--- config.mk ---
export PLATFORM = sky130hd
export DESIGN_NAME = ctx_stacker
export DESIGN_NICKNAME = d
export VERILOG_FILES = /design/src/rtl/ctx_pkg.sv /design/src/rtl/ctx_push_mux.sv /design/src/rtl/ctx_addr_gen.sv /design/src/rtl/ctx_stacker.sv
export SDC_FILE = /design/constraint.sdc
export NUM_CORES = 1
export LEC_CHECK = 0
export BUFFER_PORTS_ARGS = -buffer_cell sky130_fd_sc_hd__buf_2
export CORE_MARGIN = 5
export CORE_UTILIZATION = 46
export CTS_CLUSTER_SIZE = 20
export DETAILED_ROUTE_END_ITERATION = 8
export GPL_TIMING_DRIVEN = 0
export PLACE_DENSITY = 0.75
export SKIP_CTS_REPAIR_TIMING = 1
export SYNTH_ARGS = -nofsm -noshare
export SYNTH_HDL_FRONTEND = slang
export SYNTH_SLANG_ARGS = --single-unit
--- constraint.sdc ---
create_clock -name clk -period 4.4 [get_ports clk]
set_input_delay 0.22 -clock clk [delete_from_list [all_inputs] [get_ports clk]]
set_output_delay 0.22 -clock clk [all_outputs]
set_load 0.01 [all_outputs]
--- src/rtl/ctx_pkg.sv ---
package ctx_pkg;

    localparam int PC_W        = 16;
    localparam int FRAME_BYTES = 5;
    localparam int CNT_W       = 3;

    typedef enum logic [2:0] {
        ST_IDLE = 3'd0,
        ST_PUSH = 3'd1,
        ST_VHI  = 3'd2,
        ST_VLO  = 3'd3,
        ST_POP  = 3'd4
    } seq_state_e;

endpackage

--- src/rtl/ctx_push_mux.sv ---
module ctx_push_mux
    import ctx_pkg::*;
(
    input  logic [CNT_W-1:0] idx,
    input  logic [PC_W-1:0]  pc,
    input  logic [7:0]       x,
    input  logic [7:0]       a,
    input  logic [7:0]       ccr,
    output logic [7:0]       byte_o
);

    // Slot k of the frame holds the byte written on the k-th push.
    logic [7:0] slot [FRAME_BYTES];

    assign slot[0] = pc[7:0];
    assign slot[1] = pc[15:8];
    assign slot[2] = x;
    assign slot[3] = a;
    assign slot[4] = ccr;

    always_comb begin
        byte_o = 8'h00;
        for (int k = 0; k < FRAME_BYTES; k++) begin
            if (idx == CNT_W'(k)) begin
                byte_o = slot[k];
            end
        end
    end

endmodule

--- src/rtl/ctx_addr_gen.sv ---
module ctx_addr_gen
    import ctx_pkg::*;
#(
    parameter int               AW         = 16,
    parameter int               SP_BITS    = 6,
    parameter logic [AW-1:0]    STACK_BASE = 16'h00C0
) (
    input  seq_state_e          st,
    input  logic [SP_BITS-1:0]  sp,
    input  logic [AW-1:0]       vec_base,
    output logic [AW-1:0]       addr
);

    localparam logic [AW-1:0] PAGE_MASK = ~((AW'(1) << SP_BITS) - AW'(1));

    logic [SP_BITS-1:0] sp_inc;
    logic [AW-1:0]      page;
    logic [AW-1:0]      vec_even;
    logic [AW-1:0]      vec_odd;

    assign sp_inc   = sp + 1'b1;
    assign page     = STACK_BASE & PAGE_MASK;
    assign vec_even = vec_base & ~AW'(1);
    assign vec_odd  = vec_base | AW'(1);

    always_comb begin
        case (st)
            ST_VHI:  addr = vec_even;
            ST_VLO:  addr = vec_odd;
            ST_POP:  addr = page | AW'(sp_inc);
            default: addr = page | AW'(sp);
        endcase
    end

endmodule

--- src/rtl/ctx_stacker.sv ---
module ctx_stacker
    import ctx_pkg::*;
#(
    parameter int               AW         = 16,
    parameter int               SP_BITS    = 6,
    parameter logic [AW-1:0]    STACK_BASE = 16'h00C0,
    parameter int               IBIT       = 3
) (
    input  logic              clk,
    input  logic              rst_n,
    input  logic              irq_take,
    input  logic              rti_take,
    input  logic [AW-1:0]     vec_base,
    input  logic [PC_W-1:0]   pc_in,
    input  logic [7:0]        x_in,
    input  logic [7:0]        a_in,
    input  logic [7:0]        ccr_in,
    output logic [AW-1:0]     mem_addr,
    output logic              mem_we,
    output logic              mem_re,
    output logic [7:0]        mem_wdata,
    input  logic [7:0]        mem_rdata,
    output logic [PC_W-1:0]   pc_out,
    output logic [7:0]        x_out,
    output logic [7:0]        a_out,
    output logic [7:0]        ccr_out,
    output logic              busy,
    output logic              done
);

    localparam logic [CNT_W-1:0]   LAST_IDX = CNT_W'(FRAME_BYTES - 1);
    localparam logic [SP_BITS-1:0] SP_TOP   = '1;

    typedef struct packed {
        seq_state_e          st;
        logic [CNT_W-1:0]    cnt;
        logic [SP_BITS-1:0]  sp;
        logic [PC_W-1:0]     pc;
        logic [7:0]          x;
        logic [7:0]          a;
        logic [7:0]          ccr;
        logic                done;
    } seq_regs_t;

    seq_regs_t seq_d, seq_q;
    logic [7:0] push_byte;

    ctx_push_mux u_push_mux (
        .idx    (seq_q.cnt),
        .pc     (seq_q.pc),
        .x      (seq_q.x),
        .a      (seq_q.a),
        .ccr    (seq_q.ccr),
        .byte_o (push_byte)
    );

    ctx_addr_gen #(
        .AW         (AW),
        .SP_BITS    (SP_BITS),
        .STACK_BASE (STACK_BASE)
    ) u_addr_gen (
        .st       (seq_q.st),
        .sp       (seq_q.sp),
        .vec_base (vec_base),
        .addr     (mem_addr)
    );

    always_comb begin
        seq_d      = seq_q;
        seq_d.done = 1'b0;
        mem_we     = 1'b0;
        mem_re     = 1'b0;
        mem_wdata  = push_byte;
        case (seq_q.st)
            ST_IDLE: begin
                if (irq_take) begin
                    seq_d.st  = ST_PUSH;
                    seq_d.cnt = '0;
                    seq_d.pc  = pc_in;
                    seq_d.x   = x_in;
                    seq_d.a   = a_in;
                    seq_d.ccr = ccr_in;
                end else if (rti_take) begin
                    seq_d.st  = ST_POP;
                    seq_d.cnt = '0;
                end
            end
            ST_PUSH: begin
                mem_we   = 1'b1;
                seq_d.sp = seq_q.sp - 1'b1;
                if (seq_q.cnt == LAST_IDX) begin
                    seq_d.st        = ST_VHI;
                    seq_d.cnt       = '0;
                    seq_d.ccr[IBIT] = 1'b1;
                end else begin
                    seq_d.cnt = seq_q.cnt + 1'b1;
                end
            end
            ST_VHI: begin
                mem_re         = 1'b1;
                seq_d.pc[15:8] = mem_rdata;
                seq_d.st       = ST_VLO;
            end
            ST_VLO: begin
                mem_re        = 1'b1;
                seq_d.pc[7:0] = mem_rdata;
                seq_d.st      = ST_IDLE;
                seq_d.done    = 1'b1;
            end
            ST_POP: begin
                mem_re   = 1'b1;
                seq_d.sp = seq_q.sp + 1'b1;
                case (seq_q.cnt)
                    3'd0:    seq_d.ccr     = mem_rdata;
                    3'd1:    seq_d.a       = mem_rdata;
                    3'd2:    seq_d.x       = mem_rdata;
                    3'd3:    seq_d.pc[15:8] = mem_rdata;
                    default: seq_d.pc[7:0] = mem_rdata;
                endcase
                if (seq_q.cnt == LAST_IDX) begin
                    seq_d.st   = ST_IDLE;
                    seq_d.cnt  = '0;
                    seq_d.done = 1'b1;
                end else begin
                    seq_d.cnt = seq_q.cnt + 1'b1;
                end
            end
            default: begin
                seq_d.st = ST_IDLE;
            end
        endcase
    end

    always_ff @(posedge clk) begin
        if (!rst_n) begin
            seq_q.st   <= ST_IDLE;
            seq_q.cnt  <= '0;
            seq_q.sp   <= SP_TOP;
            seq_q.pc   <= '0;
            seq_q.x    <= '0;
            seq_q.a    <= '0;
            seq_q.ccr  <= '0;
            seq_q.done <= 1'b0;
        end else begin
            seq_q <= seq_d;
        end
    end

    assign pc_out  = seq_q.pc;
    assign x_out   = seq_q.x;
    assign a_out   = seq_q.a;
    assign ccr_out = seq_q.ccr;
    assign busy    = (seq_q.st != ST_IDLE);
    assign done    = seq_q.done;

    AST_MEM_EXCL: assert property (@(posedge clk) disable iff (!rst_n)
        !(mem_we && mem_re));

    AST_IN_PAGE: assert property (@(posedge clk) disable iff (!rst_n)
        (mem_we || (mem_re && seq_q.st == ST_POP)) |->
        ((mem_addr >> SP_BITS) == (STACK_BASE >> SP_BITS)));

    AST_PUSH_STEP: assert property (@(posedge clk) disable iff (!rst_n)
        mem_we |=> (seq_q.sp == $past(seq_q.sp) - 1'b1));

    AST_VEC_ODD: assert property (@(posedge clk) disable iff (!rst_n)
        (seq_q.st == ST_VLO) |-> (mem_re && mem_addr[0]));

    AST_MASK_SET: assert property (@(posedge clk) disable iff (!rst_n)
        (done && $past(seq_q.st) == ST_VLO) |-> ccr_out[IBIT]);

    AST_DONE_IDLE: assert property (@(posedge clk) disable iff (!rst_n)
        done |-> !busy);

    AST_BUSY_NO_START: assert property (@(posedge clk) disable iff (!rst_n)
        (busy && seq_q.cnt != LAST_IDX && seq_q.st == ST_PUSH) |=>
        (seq_q.st == ST_PUSH));

endmodule

# Yosys cells after proc, flatten, opt, wreduce, memory -nomap -nowiden
# Index checks and enable logic that the tools add are counted.
[classes]
addsub = 3
eq_ne = 17
mux = 30
n_reduce_logical = 20
[op_table]
columns = ["cell", "n"]
rows = [
  ["$mux W8", 10],
  ["$pmux W16 S3", 1],
  ["$pmux W8 S3", 2],
  ["$mux W40", 1],
  ["$pmux W20 S2", 1],
  ["$reduce_and A3 Y1", 6],
  ["$ne A2 B2 Y1 const B", 8],
  ["$eq A3 B2 Y1 const B", 4],
  ["$mux W6", 2],
  ["$pmux W3 S2", 2],
  ["$pmux W3 S4", 1],
  ["$pmux W6 S2", 1],
  ["$reduce_bool A3 Y1", 4],
  ["$mux W3", 3],
  ["$add A6 B1 Y6 const B", 1],
  ["$eq A3 B1 Y1 const B", 2],
  ["$eq A3 B3 Y1 const B", 2],
  ["$logic_not A3 Y1", 2],
  ["$reduce_bool A2 Y1", 3],
  ["$sub A6 B1 Y6 const B", 1],
  ["$mux W1", 4],
  ["$reduce_and A4 Y1", 1],
  ["$reduce_or A4 Y1", 1],
  ["$add A3 B1 Y3 const B", 1],
  ["6 further kinds", 6],
]
[word_totals]
register_bits = 53
in_bits = 68
output_inout_bits = 68
elab_cells = 80

# Depth between registers and ports, before layout
[logic_depth]
depth_word = 6
depth_mapped = 8
mapped_depth_nobuf = 6

# Modules after synthesis
# Synthesis repeated with hierarchy kept, for this count alone.
[unflattened]
hier_cells = 487
hier_area_um2 = 4058.9
[by_module_without_submodules]
columns = ["module", "instances", "cells_per_inst", "area_per_inst_um2", "seq_area_each_um2"]
rows = [
  ["ctx_stacker", 1, 388, 3284.4, 1061.0],
  ["ctx_push_mux", 1, 50, 422.9, 0.0],
  ["ctx_addr_gen", 1, 49, 351.6, 0.0],
]

# Worst setup path before layout
# Ideal clock, no wire load.
[synth_path]
path_type = "register to register"
startpoint = "reg seq_q[49] (netlist bit)"
endpoint = "reg pc_out[3] (netlist name)"
setup_time_ps = 96
arrival_time_ps = 1914
t_required_ps = 4304
slack_ps = 2390
stages_incl_launch_ff = 8
path_buffers = 1
synth_period_minus_slack_ps = 2010
cell_sequence = "dfxtp_1 clkbuf_1 inv_1 ha_1 nor4_1 a21o_1 nor3_1 nor4b_1"
[synth_between]
elab_chain_cells = 4
elab_cells_between_ends = 7
cone_classes = "4 x eq/ne; 3 x reduce/logical"
[synth_lines]
columns = ["item", "line", "source"]
rows = [
  ["start: declaration", "ctx_stacker.sv:45", "seq_regs_t seq_d, seq_q;"],
  ["start signal: assignment", "ctx_stacker.sv:145", "seq_q <= seq_d;"],
  ["$eq A3 B2 Y1 (tied with other cells)", "ctx_stacker.sv:113", "case (seq_q.cnt)"],
  ["$reduce_or A4 Y1 (no line) *", "n/a", ""],
  ["$ne A2 B2 Y1 (no line) *", "n/a", ""],
  ["$reduce_and A3 Y1 (no line) *", "n/a", ""],
]
# Every way passes the cells marked *; elsewhere a longest branch is shown, timed or not.
# A chain may end at the register's enable or synchronous reset.

# Final worst setup path
[layout_path]
startpoint = "reg seq_q[49] (netlist bit)"
endpoint = "out mem_wdata[6]"
[layout_between]
elab_chain_cells = 6
elab_cells_between_ends = 10
cone_classes = "4 x eq/ne; 5 x mux; 1 x reduce/logical"
[layout_lines]
columns = ["item", "line", "source"]
rows = [
  ["$logic_not A3 Y1", "ctx_push_mux.sv:24", "if (idx == CNT_W'(k)) begin"],
  ["$mux W8 (4 in series)", "ctx_push_mux.sv:24", ""],
  ["$mux W8 *", "ctx_push_mux.sv:24", ""],
  ["end: declaration", "ctx_stacker.sv:21", "output logic [7:0] mem_wdata,"],
]
# Marked as above.

==> results.md <==
* Total clock buffers created by CTS at 5
* Crit start category: flop
* Fill count at around 800
* Core area at approximately 0.008 mm²
* Slew Limit Fails at 0
* Fin. Hold Viols at 0
* Initial antenna violation count at 0
* Port buffer count at about 130
* Reg clk slew, reported paths at roughly 100 ps
* Lkg Pwr at around 2.3 nW
* Drt pass-1 iters at 5
* Post-Syn Nets at 572
* CP Data Required Time at about 4200 ps
* Clk buf depth at 2
* DR iter-0 viols at 319
* CP Launch Point: seq_q[49]
* Arrival time worst endpoint at ~2700 ps
* Num ports at roughly 140
* Placer congestion estimate at just under 1
* Setup TNS at 0 ps
* Largest net degree at the start of global routing at 17
* VDD IR max at between 0.1 and 0.15 mV
* Post-Syn Area at about 0.0039 mm²
* Min Tclk post-route at between 2000 and 3000 ps
* Nets at 713
* Root buf cell: clkbuf_8
* DRC at 0
* Async SR Flop Fraction at 0%
* Ys flop type: dfxtp_1
* PD cells at 283.5 mW/mm²
* Unrepaired setup endpoints after global routing: false
* Post-synth cell types at 54
* Max Clock Skew at ~8.7 ps
* Syn-to-layout area delta at 22.94%
* Total global-route track usage at ~25%
* Post-placement worst setup slack at between 1500 and 2000 ps
* YS warnings at 0
* Max Clk Rate at around 340 MHz
* RR Endpoint: x_out[5]
* Vias in the first global route at 4040
* Final setup viols at 0
* Fin worst setup slack at about 1500 ps
* Die Y-Extent at slightly above 100 µm
* Row count at 33
* Via density at roughly 5.8
* CTS HTree Levels at 2
* Crit Path Category: reg2out
* Share of post-route cells with drive strength above 1 at about a third
* Worst rel slew slack at 33.38%
* Worst slew pin tran at a little under 1000 ps
* Sequential area share after synthesis at between 20 and 30%
* Syn Inst Count at 497
* Post-DP HPWL at 10220 µm
* Post-Route WL at 13300 µm
* Total power at 1.350 mW
* Final worst-path cycle share at about two thirds
* FF-to-FF setup slack at 1890 ps
* Final ANT Viol Nets at 0
* Hold WC Path Type: in2reg
* Total grt overflow at 0
* Initial Util at between 40% and 50%
* # diodes at 0
* CP endpoint kind: primary output
* Max Cap Viol at 0
* CP max FO at 10
* Worst Reg2Reg Path Length in Cells at 8
* First-pass GRT wire length at between 20000 and 25000 µm
* Die Width at around 100 µm
* TritonCTS sink count at between 50 and 60
* TritonCTS clock tree: built
* Syn_area_per_cell at approximately 7.8 µm²
* Mean routed wirelength per cell at between 15 and 20 µm
* Outcome: complete, no violations
* Die ar. at 0.01035 mm²
* Register bit count reported by yosys at between 50 and 60
* Reg2reg start: seq_q[47]
* Via Count at 4310
* EDFF count, synth at 0
* Crit path capture: mem_wdata[6]
* Clock Latency Late Sink at 320 ps
## synth_stat cells, types with 3 or more instances
library cell | n | share of area (%)
o32a_1 | 8 | 2.1
nand2_1 | 52 | 5.0
clkbuf_1 | 26 | 2.5
o21ai_0 | 42 | 5.4
ha_1 | 7 | 2.3
nor4bb_1 | 4 | 1.0
nor2_1 | 24 | 2.3
nor2b_1 | 5 | 0.81
a21oi_1 | 54 | 7.0
buf_4 | 41 | 7.9
o221ai_1 | 9 | 2.0
and2_1 | 11 | 1.8
buf_2 | 8 | 1.0
nand3_1 | 7 | 0.90
a211oi_1 | 8 | 1.6
buf_1 | 6 | 0.58
nor3_1 | 11 | 1.4
and4bb_2 | 4 | 1.3
nor4b_1 | 9 | 2.0
nand3b_1 | 5 | 0.97
inv_1 | 7 | 0.68
nor3b_1 | 12 | 2.3
o211a_1 | 23 | 5.9
mux2_2 | 7 | 2.0
mux2i_1 | 10 | 2.6
nand2b_1 | 8 | 1.3
dfxtp_1 | 53 | 27
xor2_1 | 3 | 0.68
## report_power, final
part / leakage (nW) / total (mW) / internal [mW] / switching (mW)
combinational: 1.81 / 0.486 / 0.228 / 0.259
sequential: 0.438 / 0.580 / 0.529 / 0.0509
clock: 0.0456 / 0.283 / 0.114 / 0.169
total: 2.30 / 1.35 / 0.871 / 0.479
## critical path, stage by stage, from the launching register on
cell and delay (ps):
dfxtp_1 320, clkbuf_1 330, inv_1 170, ha_1 280, clkinv_1 240, clkbuf_1 390
o21ai_0 160, a21oi_1 230, o21ai_0 140, buf_2 160
## layout make-up
| cell class | instances | area (µm²) | area share [%] |
|---|---|---|---|
| buffer | 82 | 479.2 | 10.07 |
| clock buffer | 6 | 72.57 | 1.524 |
| clock inverter | 2 | 13.76 | 0.2891 |
| inverter | 8 | 30.03 | 0.6307 |
| multi-input combinational | 354 | 2302 | 48.36 |
| sequential | 53 | 1061 | 22.29 |
| tap | 105 | 131.4 | 2.760 |
| timing repair buffer | 134 | 670.6 | 14.09 |
## worst min path at each step
stage               cells after the start  slack, ps  startpoint          to
finish                                  3        190   pc_in[12]  pc_out[12]
global placement                        2        490   seq_q[47]   seq_q[47]
detailed placement                      2        510   seq_q[48]   seq_q[48]
floorplan                               2        400    rti_take   seq_q[52]
CTS                                     3        200    pc_in[9]   pc_out[9]
global route                            3        190    pc_in[9]   pc_out[9]
## cell usage in the layout, fill, tap and decap left out, types with 2 or more instances in the layout
cell,count
a211oi_1,8
a21boi_0,2
a21oi_1,54
a31oi_1,2
and2_1,11
and4bb_2,4
buf_1,6
buf_2,142
buf_4,41
clkbuf_1,27
clkbuf_8,5
dfxtp_1,53
ha_1,7
inv_1,7
mux2_2,7
mux2i_1,10
nand2_1,52
nand2b_1,8
nand3_1,7
nand3b_1,5
nand4b_1,2
nor2_1,24
nor2b_1,5
nor3_1,11
nor3b_1,12
nor4_1,2
nor4b_1,9
nor4bb_1,4
o211a_1,23
o21ai_0,42
o21ba_2,2
o21bai_1,2
o221ai_1,9
o32a_1,8
or2_2,2
xor2_1,3
## metrics by stage
| stage | std cells | utilization (%) | hold WS, ps | area [µm²] |
|---|---|---|---|---|
| after floorplan | 497 | - | 400.0 | 3872 |
| after global placement | 736 | 56.89 | 489.7 | 4674 |
| after detailed placement | 736 | 56.89 | 514.8 | 4674 |
| after CTS | 744 | 57.94 | 196.1 | 4761 |
| after global routing | 744 | 57.94 | 193.4 | 4761 |
| final | 744 | 57.94 | 192.3 | 4761 |
## cell families after synthesis
logic type / after synthesis / share of synthesized area (%)
mux: 17 / 4.621
buf+inv: 90 / 13.15
compound gates: 162 / 28.08
xor+xnor: 4 / 0.9049
flops: 53 / 27.40
fa+ha+maj: 7 / 2.262
simple gates: 164 / 23.59
## routing by layer
metal | GRT usage (%) | wire length, µm
met3 | 4.132 | 1067
met4 | 7.975 | 339
met5 | 0 | 0
met1 | 31.84 | 5553
met2 | 42.40 | 6336
## flip-flops by register name, summed over array words and instances (netlist names)
| name | cells |
|---|---|
| a_out | 8 |
| ccr_out | 8 |
| done | 1 |
| pc_out | 16 |
| seq_q | 12 |
| x_out | 8 |
No activity file was read; power rests on OpenSTA's default activity.
